==> src/rtl/crtc_pkg.sv <==
package crtc_pkg;
    localparam int REG_W   = 8;
    localparam int COL_W   = 9;
    localparam int LINE_W  = 12;
    localparam int PITCH_W = 12;
    localparam int HSE_W   = 5;
    localparam int VSE_W   = 4;
    localparam int HTOT_BIAS = 5;
    localparam int VTOT_BIAS = 2;

    localparam logic [REG_W-1:0] IDX_HTOT_LO  = 8'h00;
    localparam logic [REG_W-1:0] IDX_HDISP    = 8'h01;
    localparam logic [REG_W-1:0] IDX_HSYNC_ON = 8'h04;
    localparam logic [REG_W-1:0] IDX_HSYNC_OF = 8'h05;
    localparam logic [REG_W-1:0] IDX_VTOT_LO  = 8'h06;
    localparam logic [REG_W-1:0] IDX_PROT_TOP = 8'h07;
    localparam logic [REG_W-1:0] IDX_VSYNC_LO = 8'h10;
    localparam logic [REG_W-1:0] IDX_VSE_PROT = 8'h11;
    localparam logic [REG_W-1:0] IDX_VDISP_LO = 8'h12;
    localparam logic [REG_W-1:0] IDX_PITCH_LO = 8'h13;
    localparam logic [REG_W-1:0] IDX_VTOT_HI  = 8'h30;
    localparam logic [REG_W-1:0] IDX_VDISP_HI = 8'h31;
    localparam logic [REG_W-1:0] IDX_VSYNC_HI = 8'h32;
    localparam logic [REG_W-1:0] IDX_HTOT_HI  = 8'h38;
    localparam logic [REG_W-1:0] IDX_PITCH_HI = 8'h41;

    typedef enum logic [1:0] {
        PH_DISP  = 2'd0,
        PH_FRONT = 2'd1,
        PH_SYNC  = 2'd2,
        PH_BACK  = 2'd3
    } phase_e;

    typedef struct packed {
        logic [COL_W-1:0]   htot;
        logic [REG_W-1:0]   hde;
        logic [REG_W-1:0]   hss;
        logic [HSE_W-1:0]   hse;
        logic [LINE_W-1:0]  vtot;
        logic [LINE_W-1:0]  vde;
        logic [LINE_W-1:0]  vss;
        logic [VSE_W-1:0]   vse;
        logic [PITCH_W-1:0] pitch;
    } crtc_cfg_t;

    localparam crtc_cfg_t CFG_RESET = '{
        htot:  9'd95,
        hde:   8'd79,
        hss:   8'd82,
        hse:   5'd30,
        vtot:  12'd523,
        vde:   12'd479,
        vss:   12'd489,
        vse:   4'd11,
        pitch: 12'd80
    };
endpackage

==> src/rtl/crtc_regfile.sv <==
module crtc_regfile
    import crtc_pkg::*;
(
    input  logic             clk,
    input  logic             rst_n,
    input  logic             wr_en,
    input  logic [REG_W-1:0] wr_idx,
    input  logic [REG_W-1:0] wr_data,
    input  logic             frame_load,
    output crtc_cfg_t        cfg_act
);
    crtc_cfg_t pend;
    logic      prot;
    logic      wr_ok;

    assign wr_ok = wr_en && !(prot && (wr_idx <= IDX_PROT_TOP));

    always_ff @(posedge clk) begin
        if (!rst_n) begin
            pend    <= CFG_RESET;
            prot    <= 1'b0;
            cfg_act <= CFG_RESET;
        end else begin
            if (wr_ok) begin
                case (wr_idx)
                    IDX_HTOT_LO:  pend.htot[REG_W-1:0]      <= wr_data;
                    IDX_HTOT_HI:  pend.htot[COL_W-1]        <= wr_data[0];
                    IDX_HDISP:    pend.hde                  <= wr_data;
                    IDX_HSYNC_ON: pend.hss                  <= wr_data;
                    IDX_HSYNC_OF: pend.hse                  <= wr_data[HSE_W-1:0];
                    IDX_VTOT_LO:  pend.vtot[REG_W-1:0]      <= wr_data;
                    IDX_VTOT_HI:  pend.vtot[LINE_W-1:REG_W] <= wr_data[LINE_W-REG_W-1:0];
                    IDX_VDISP_LO: pend.vde[REG_W-1:0]       <= wr_data;
                    IDX_VDISP_HI: pend.vde[LINE_W-1:REG_W]  <= wr_data[LINE_W-REG_W-1:0];
                    IDX_VSYNC_LO: pend.vss[REG_W-1:0]       <= wr_data;
                    IDX_VSYNC_HI: pend.vss[LINE_W-1:REG_W]  <= wr_data[LINE_W-REG_W-1:0];
                    IDX_VSE_PROT: begin
                        pend.vse <= wr_data[VSE_W-1:0];
                        prot     <= wr_data[REG_W-1];
                    end
                    IDX_PITCH_LO: pend.pitch[REG_W-1:0]       <= wr_data;
                    IDX_PITCH_HI: pend.pitch[PITCH_W-1:REG_W] <= wr_data[PITCH_W-REG_W-1:0];
                    default: ;
                endcase
            end
            if (frame_load) begin
                cfg_act <= pend;
            end
        end
    end
endmodule

==> src/rtl/crtc_hphase.sv <==
module crtc_hphase
    import crtc_pkg::*;
(
    input  logic             clk,
    input  logic             rst_n,
    input  logic [COL_W-1:0] tot_field,
    input  logic [REG_W-1:0] disp_end,
    input  logic [REG_W-1:0] sync_start,
    input  logic [HSE_W-1:0] sync_end_lo,
    output logic [COL_W-1:0] col,
    output logic             line_end,
    output phase_e           phase
);
    localparam logic [COL_W:0] LAST_OFS = (COL_W+1)'(HTOT_BIAS - 1);

    logic [COL_W:0]   last_col;
    logic [COL_W-1:0] col_inc;
    logic             sync_next;
    phase_e           nxt;

    assign last_col  = {1'b0, tot_field} + LAST_OFS;
    assign col_inc   = col + 1'b1;
    assign line_end  = ({1'b0, col} == last_col);
    assign sync_next = (col_inc == COL_W'(sync_start));

    always_comb begin
        nxt = phase;
        if (line_end) begin
            nxt = PH_DISP;
        end else begin
            unique case (phase)
                PH_DISP:  if (col == COL_W'(disp_end)) nxt = sync_next ? PH_SYNC : PH_FRONT;
                PH_FRONT: if (sync_next) nxt = PH_SYNC;
                PH_SYNC:  if (col_inc[HSE_W-1:0] == sync_end_lo) nxt = PH_BACK;
                PH_BACK:  nxt = PH_BACK;
            endcase
        end
    end

    always_ff @(posedge clk) begin
        if (!rst_n) begin
            phase <= PH_DISP;
            col   <= '0;
        end else begin
            phase <= nxt;
            col   <= line_end ? '0 : col_inc;
        end
    end
endmodule

==> src/rtl/crtc_vphase.sv <==
module crtc_vphase
    import crtc_pkg::*;
(
    input  logic              clk,
    input  logic              rst_n,
    input  logic              adv,
    input  logic [LINE_W-1:0] tot_field,
    input  logic [LINE_W-1:0] disp_end,
    input  logic [LINE_W-1:0] sync_before,
    input  logic [VSE_W-1:0]  sync_end_lo,
    output logic [LINE_W-1:0] line,
    output logic              frame_end,
    output phase_e            phase
);
    localparam logic [LINE_W:0] LAST_OFS = (LINE_W+1)'(VTOT_BIAS - 1);

    logic [LINE_W:0] last_line;
    logic            at_last;
    phase_e          nxt;

    assign last_line = {1'b0, tot_field} + LAST_OFS;
    assign at_last   = ({1'b0, line} == last_line);
    assign frame_end = adv && at_last;

    always_comb begin
        nxt = phase;
        if (frame_end) begin
            nxt = PH_DISP;
        end else if (adv) begin
            unique case (phase)
                PH_DISP:  if (line == disp_end) nxt = (line == sync_before) ? PH_SYNC : PH_FRONT;
                PH_FRONT: if (line == sync_before) nxt = PH_SYNC;
                PH_SYNC:  if (line[VSE_W-1:0] == sync_end_lo) nxt = PH_BACK;
                PH_BACK:  nxt = PH_BACK;
            endcase
        end
    end

    always_ff @(posedge clk) begin
        if (!rst_n) begin
            phase <= PH_DISP;
            line  <= '0;
        end else begin
            phase <= nxt;
            if (frame_end)  line <= '0;
            else if (adv)   line <= line + 1'b1;
        end
    end
endmodule

==> src/rtl/crtc_timing_gen.sv <==
module crtc_timing_gen
    import crtc_pkg::*;
(
    input  logic               clk,
    input  logic               rst_n,
    input  logic               wr_en,
    input  logic [REG_W-1:0]   wr_idx,
    input  logic [REG_W-1:0]   wr_data,
    output logic               hsync,
    output logic               vsync,
    output logic               disp_en,
    output logic               blank,
    output logic [COL_W-1:0]   char_col,
    output logic [LINE_W-1:0]  scan_line,
    output logic [PITCH_W-1:0] row_pitch
);
    crtc_cfg_t cfg;
    phase_e    h_ph;
    phase_e    v_ph;
    logic      line_end;
    logic      frame_end;

    crtc_regfile u_regs (
        .clk        (clk),
        .rst_n      (rst_n),
        .wr_en      (wr_en),
        .wr_idx     (wr_idx),
        .wr_data    (wr_data),
        .frame_load (frame_end),
        .cfg_act    (cfg)
    );

    crtc_hphase u_h (
        .clk         (clk),
        .rst_n       (rst_n),
        .tot_field   (cfg.htot),
        .disp_end    (cfg.hde),
        .sync_start  (cfg.hss),
        .sync_end_lo (cfg.hse),
        .col         (char_col),
        .line_end    (line_end),
        .phase       (h_ph)
    );

    crtc_vphase u_v (
        .clk         (clk),
        .rst_n       (rst_n),
        .adv         (line_end),
        .tot_field   (cfg.vtot),
        .disp_end    (cfg.vde),
        .sync_before (cfg.vss),
        .sync_end_lo (cfg.vse),
        .line        (scan_line),
        .frame_end   (frame_end),
        .phase       (v_ph)
    );

    always_comb begin
        hsync     = (h_ph == PH_SYNC);
        vsync     = (v_ph == PH_SYNC);
        disp_en   = (h_ph == PH_DISP) && (v_ph == PH_DISP);
        blank     = !disp_en;
        row_pitch = cfg.pitch;
    end
endmodule

==> config.mk <==
export PLATFORM = sky130hd
export DESIGN_NAME = crtc_timing_gen
export DESIGN_NICKNAME = d
export VERILOG_FILES = /design/src/rtl/crtc_pkg.sv /design/src/rtl/crtc_regfile.sv /design/src/rtl/crtc_hphase.sv /design/src/rtl/crtc_vphase.sv /design/src/rtl/crtc_timing_gen.sv
export SDC_FILE = /design/constraint.sdc
export NUM_CORES = 1
export LEC_CHECK = 0
export ABC_AREA = 1
export BUFFER_PORTS_ARGS = -buffer_cell sky130_fd_sc_hd__clkbuf_2
export CAP_MARGIN = 10
export CORE_MARGIN = 1.5
export CORE_UTILIZATION = 35
export DETAILED_ROUTE_END_ITERATION = 8
export PLACE_DENSITY_LB_ADDON = 0.25
export SKIP_CTS_REPAIR_TIMING = 1
export SLEW_MARGIN = 5
export SYNTH_ARGS = -nofsm -noshare
export SYNTH_HDL_FRONTEND = slang
export SYNTH_HIERARCHICAL = 1
export SYNTH_SLANG_ARGS = --single-unit
==> constraint.sdc <==
create_clock -name clk -period 3.8 [get_ports clk]
set_input_delay 0.76 -clock clk [delete_from_list [all_inputs] [get_ports clk]]
set_output_delay 0.76 -clock clk [all_outputs]
set_load 0.02 [all_outputs]
==> results of run 1 <==
worst max-delay path, stage by stage, from the launching register on:
cell	delay, ns
dfxtp_1	0.40
ha_1	0.22
nand4_1	0.17
o21ai_1	0.20
nand2_1	0.07
nand2_1	0.06
nand2_1	0.04
nor2_1	0.11
nand2_2	0.12
inv_1	0.20
nand2_1	0.10
nand2_1	0.08
nand4_1	0.07
nor2_1	0.11
nand3_1	0.08
nor2_1	0.10
nand2_1	0.09
inv_2	0.09
inv_2	0.23
buf_4	0.31
nand2_1	0.08
nand3_1	0.07
worst paths after layout:
kind | startpoint | end | slack [ns]
setup / recovery | u_regs/cfg_act[75] | u_regs/cfg_act[66] | 0.66
hold / removal | u_regs/pend[41] | u_regs/pend[41] | 0.46
setup reg to reg | u_regs/cfg_act[75] | u_regs/cfg_act[66] | 0.66
hold reg to reg | u_regs/pend[41] | u_regs/pend[41] | 0.46
state kept, by name (all words and copies together) (netlist names):
signal and flops:
u_regs/pend 82, u_regs/prot 1, u_h/phase 2, u_v/line 12, u_regs/cfg_act 82, u_v/phase 2, u_h/col 9
Yosys cell counts:
cell type  instances  area [µm²]
buf_1              4        15.0
nand2_2           10        62.6
xnor2_1           26         228
ha_1               4        50.1
inv_1            101         379
a21oi_2            1        8.76
dfxtp_1          190        3800
buf_6              7        78.8
buf_4              3        22.5
clkinv_1           2        7.51
nand3_4            1        17.5
buf_2              9        45.0
o21ai_0           51         255
nor2_4            19         214
nand3_2            2        20.0
inv_2              7        26.3
xor2_1            15         131
o21ai_1            2        10.0
nor2_8             2        40.0
nand2_1          420        1580
buf_12             1        20.0
nand3b_1           4        30.0
nor2_2             7        43.8
nand2_4            5        56.3
clkbuf_2           4        20.0
nand4_1            7        43.8
a21oi_1            5        25.0
nor2_1           252         946
or2_1              1        6.26
nand2_8            1        20.0
clkbuf_1          31         116
nand3_1          172         861
nor3_2             2        20.0
nand4_2            1        12.5
kinds of logic (layout without fill, tap and decap cells):
logic type	count (synthesis)	in the layout	share of synthesized area
buffers and inverters	169	208	0.0793
adders and majority gates	4	4	0.00543
AOI/OAI and AO/OA	59	59	0.0325
DFF	190	190	0.413
and+or+nand+nor	906	906	0.431
xor gates and xnor gates	41	41	0.0390
stage by stage:
stage                     hold WS, ns  utilization  power [mW]  cell area [µm²]
after floorplan                 0.429            -        2.16             9210
after global placement          0.440        0.374        2.21             9700
after detailed placement        0.443        0.374        2.22             9700
after CTS                       0.463        0.397        4.01            10300
after global routing            0.476        0.397        4.11            10300
final                           0.461        0.397        3.96            10300
cells in the final DEF (no fill, tap or decap), types with 3 or more instances in the layout:
cell type | synthesis | final
nand3_1 | 172 | 172
ha_1 | 4 | 4
dfxtp_1 | 190 | 190
nand2_1 | 420 | 420
clkinv_4 | 0 | 3
xnor2_1 | 26 | 26
nor2_1 | 252 | 252
buf_4 | 3 | 10
clkbuf_2 | 4 | 54
nand2_4 | 5 | 5
nand3b_1 | 4 | 4
o21ai_0 | 51 | 51
clkbuf_16 | 0 | 17
inv_2 | 7 | 8
inv_6 | 0 | 5
inv_1 | 101 | 100
xor2_1 | 15 | 15
nand2_2 | 10 | 10
a21oi_1 | 5 | 5
nand4_1 | 7 | 7
nor2_4 | 19 | 19
nor2_2 | 7 | 7
power breakdown:
part	switching (mW)	internal, mW	total (mW)
Sequential	0.00469	1.99	2.00
Clock	0.848	0.949	1.80
Combinational	0.126	0.0422	0.169
final cells by class:
class	count	area, µm²	share of cell area
clock buffers	18	439	0.0427
well taps	335	419	0.0407
multi-input cells	1010	4680	0.455
flip-flops and latches	190	3800	0.370
clock inverters	14	151	0.0147
inverters	110	413	0.0401
repair buffers	66	385	0.0375
routing by layer:
metal,wire length (µm),vias up,global-route usage
met5,0,-,0
li1,-,4314,-
met3,948,21,0.0277
met2,10900,152,0.295
met1,12800,3768,0.278
met4,295,0,0.0479
==> run metrics, run 1 <==
routed vias 8255; die height 165 µm; Fill cells 2796; Yosys warnings 6; Starting Density 0.356; Setup Skew 0.0159 ns; htree depth 4; Syn Nets 1392; layout cells sized above 1 0.112; max_cap viols 0; chip width 165 µm; crit path max fanout 28; Worst VDD drop 290 µV; io pins 56; leakage 4.96 nW; # diodes 0; Inserted Clock Buffers 17; arrival time at the worst endpoint 3.43 ns; RSZ-0062 raised after global routing false; via/cell ratio 4.74; antenna violation net count after detailed routing 0; clock latency on the worst-skew pair 0.44 ns; number of global-route vias before repair 7435; Syn Std Cell Area 9210 µm²; Pwr per Cell Area 385 nW/µm²; syn_area_per_cell 6.73 µm²; status completed; CTS max path bufs 2; Slew @ Worst Pin 0.584 ns; Die ar. 27300 µm²; initial antenna violation count 0; post-synthesis cell type count 34; Worst EP required 4.09 ns; Hold Vio Cnt, Final 0; Layout area overhead 11.7%; largest net degree at the start of global routing 84; WS Path Type flip-flop to flip-flop; Worst setup EP type flip-flop; placed cell count 1711; Syn Inst Count 1369; Synth Register Bits 190; DR DRC count 0; gpl congestion 0.863; max frequency 0.318 GHz; Setup TNS 0 ns; area of the core 25900 µm²; post-detail-place hpwl 17600 µm; Hold Path Depth 2; routed length per instance 14.3 µm; root buffer cell clkbuf_16; initial DRC count 589; gr ovfl total 0; Reg2Reg Depth 21; Layout Nets 1418; Site Rows 59; clk slew on worst S/H paths 0.07 ns; Final Max Tran Viols 0; Setup violations, final 0; final setup margin 0.656 ns; Final Non-Filler Cells 1743; min Tclk post-route 3.14 ns; total wire length 24900 µm; HP Class flip-flop to flip-flop; clock sinks 190; fin crit share 0.827; I/O Buffers 55; GRT Util Overall 0.191; drt first pass iters 5; sequential cell area fraction in the yosys report 0.413; Slew HR 0.610; crit path launch type flip-flop; CTS tree built; DP Worst Slack 0.684 ns; first-pass GRT wire length 40500 µm
Note: power is estimated with default switching activity, not from simulation.
==> run 2: changes to the inputs <==
==> constraint.sdc (replaced) <==
create_clock -name clk -period 2.8 [get_ports clk]
set_input_delay 0.56 -clock clk [delete_from_list [all_inputs] [get_ports clk]]
set_output_delay 0.56 -clock clk [all_outputs]
set_load 0.02 [all_outputs]
==> run metrics, run 2 (same netlist as run 1, synthesis figures left out) <==
io pins 56 (unchanged); Setup Skew 0.0141 ns (was 0.0159 ns); crit-path leading delay family simple AND/OR/NAND/NOR gates (unchanged); Die ar. 27300 µm² (unchanged); slowest CP cell dfxtp_2 (was dfxtp_1); number of global-route vias before repair 7507 (was 7435); Hold Vio Cnt, Final 0 (unchanged); status completed (unchanged); fin crit share 0.925 (was 0.827); layout cells sized above 1 0.155 (was 0.112); area of the core 25900 µm² (unchanged); largest net degree at the start of global routing 97 (was 84); commonest non-fill, non-tap cell in the layout nand2_1 (unchanged); Int Pwr 3.96 mW (was 2.98 mW); top flop regs u_regs/cfg_act: 82 flops, u_regs/pend: 82 flops, u_v/line: 12 flops (unchanged); CTS tree built (unchanged); sequence of cells on the critical path ha_4 > nand4_1 > nor2_1 > nand2_1 > nand3_1 > nand2_1 > nor2_1 > nand2_2 > inv_2 > nand2_2 > nand2_1 > nand4_1 > nor2_1 > nand3_1 > nor2_1 > nand2_2 > clkinv_8 > inv_6 > clkbuf_16 > nor2_1 > nor2_1 (was ha_1 > nand4_1 > o21ai_1 > nand2_1 > nand2_1 > nand2_1 > nor2_1 > nand2_2 > inv_1 > nand2_1 > nand2_1 > nand4_1 > nor2_1 > nand3_1 > nor2_1 > nand2_1 > inv_2 > inv_2 > buf_4 > nand2_1 > nand3_1); crit path max fanout 9 (was 28); clock latency on the worst-skew pair 0.43 ns (was 0.44 ns); Seq pwr share 0.518 (was 0.504); antenna violation net count after detailed routing 0 (unchanged); Layout area overhead 17.8% (was 11.7%); Inserted Clock Buffers 17 (unchanged); gpl congestion 0.871 (was 0.863); routed length per instance 15.5 µm (was 14.3 µm); Final Max Tran Viols 0 (unchanged); final setup margin 0.209 ns (was 0.656 ns); # diodes 0 (unchanged); Worst setup EP type flip-flop (unchanged); RSZ-0062 raised after global routing true (was false); switching share of power 0.243 (was 0.247); Fill cells 2735 (was 2796); max frequency 0.386 GHz (was 0.318 GHz); Site Rows 59 (unchanged); CP dominant cell by count nor2_1 (was nand2_1); gr ovfl total 0 (unchanged); Pwr per Cell Area 482 nW/µm² (was 385 nW/µm²); max_cap viols 0 (unchanged); arrival time at the worst endpoint 2.91 ns (was 3.43 ns); total wire length 27600 µm (was 24900 µm); GRT Util Overall 0.190 (was 0.191); die height 165 µm (unchanged); P_sw 1.27 mW (was 0.980 mW); Slew HR 0.612 (was 0.610); I/O Buffers 55 (unchanged); CTS max path bufs 2 (unchanged); initial DRC count 694 (was 589); Worst VDD drop 292 µV (was 290 µV); leakage 5.20 nW (was 4.96 nW); chip width 165 µm (unchanged); post-route cell area 10800 µm² (was 10300 µm²); logic gate share of total power 0.045 (was 0.043); min Tclk post-route 2.59 ns (was 3.14 ns); root buffer cell clkbuf_16 (unchanged); clk slew on worst S/H paths 0.07 ns (about the same); Starting Density 0.356 (unchanged); Post-Route Utilization 0.419 (was 0.397); via/cell ratio 4.79 (was 4.74); HP Class input pin to flip-flop (was flip-flop to flip-flop); WHS 0.356 ns (was 0.461 ns); drt first pass iters 5 (unchanged); Placement Cell Area 9830 µm² (was 9700 µm²); DP Worst Slack 0.0118 ns (was 0.684 ns); most frequent cells in the layout 416 x nand2_1, 228 x nor2_1, 188 x dfxtp_1 (was 420 x nand2_1, 252 x nor2_1, 190 x dfxtp_1); Layout Nets 1452 (was 1418); Crit path largest cell delay 0.35 ns (was 0.40 ns); routed vias 8515 (was 8255); Critical path buffers and inverters 4 (unchanged); power share of the clock group 0.437 (was 0.453); worst reg-to-reg setup slack 0.21 ns (was 0.66 ns); Slew @ Worst Pin 0.580 ns (was 0.584 ns); clock sinks 190 (unchanged); Setup violations, final 0 (unchanged); initial antenna violation count 0 (unchanged); crit path launch type flip-flop (unchanged); first-pass GRT wire length 40000 µm (was 40500 µm); htree depth 4 (unchanged); Worst EP required 3.12 ns (was 4.09 ns); DR DRC count 0 (unchanged); WS Path Type flip-flop to flip-flop (unchanged); post-detail-place hpwl 17700 µm (was 17600 µm)
==> run 2: changes by cell type in the layout (fill, tap and decap cells not counted), moves of 4 or more <==
cell / previous run / this run
buf_4: 10 / 26
nand2_2: 10 / 14
buf_6: 0 / 7
nor2_2: 7 / 27
nor2_4: 19 / 23
clkbuf_16: 17 / 25
nand2_1: 420 / 416
nor2_1: 252 / 228
==> run 2: worst register-to-register path, cell delays in order (launching register included) <==
cell	delay, ns
dfxtp_2	0.35
ha_4	0.14
nand4_1	0.16
nor2_1	0.15
nand2_1	0.08
nand3_1	0.09
nand2_1	0.05
nor2_1	0.12
nand2_2	0.10
inv_2	0.10
nand2_2	0.06
nand2_1	0.08
nand4_1	0.08
nor2_1	0.09
nand3_1	0.08
nor2_1	0.11
nand2_2	0.12
clkinv_8	0.14
inv_6	0.07
clkbuf_16	0.17
nor2_1	0.10
nor2_1	0.05
==> run 2: worst paths after layout <==
check | startpoint | endpoint | cells after the start
worst max-delay path | u_regs/cfg_act[76] | u_regs/cfg_act[33] | 21
worst min-delay path | wr_data[5] | u_regs/pend[21] | 3
worst max register to register | u_regs/cfg_act[76] | u_regs/cfg_act[33] | 21
worst min register to register | u_regs/pend[73] | u_regs/pend[73] | 2
==> run 2: power by group through the flow <==
stage	clock (mW)	combinational, mW	sequential (mW)
final	2.28	0.236	2.71
after CTS	2.32	0.236	2.71
after global placement	0	0.236	2.77
after detailed placement	0	0.236	2.77
after global routing	2.43	0.260	2.71
after floorplan	0	0.154	2.78
==> run 2: final cells by class <==
type,count,area (µm²),share of cell area
repair inverters,1,8.76,0.000807
clock buffers,21,460,0.0424
multi-input cells,1010,4800,0.442
inverters,110,442,0.0407
repair buffers,99,832,0.0767
well taps,335,419,0.0386
flip-flops and latches,190,3810,0.351
clock inverters,11,85.1,0.00784
==> run 2: per-stage QoR <==
step	TNS, ns	power (mW)	instances
after floorplan	0	2.93	1369
after global placement	0	3.01	1725
after detailed placement	0	3.01	1725
after CTS	-0.00585	5.27	1757
after global routing	-1.44	5.40	1777
final	0	5.23	1777
==> run 2: metal layers <==
layer	GRT usage	wire length, µm
met1	0.279	13700
met2	0.284	12200
met3	0.0255	1330
met4	0.0606	454
met5	0	0
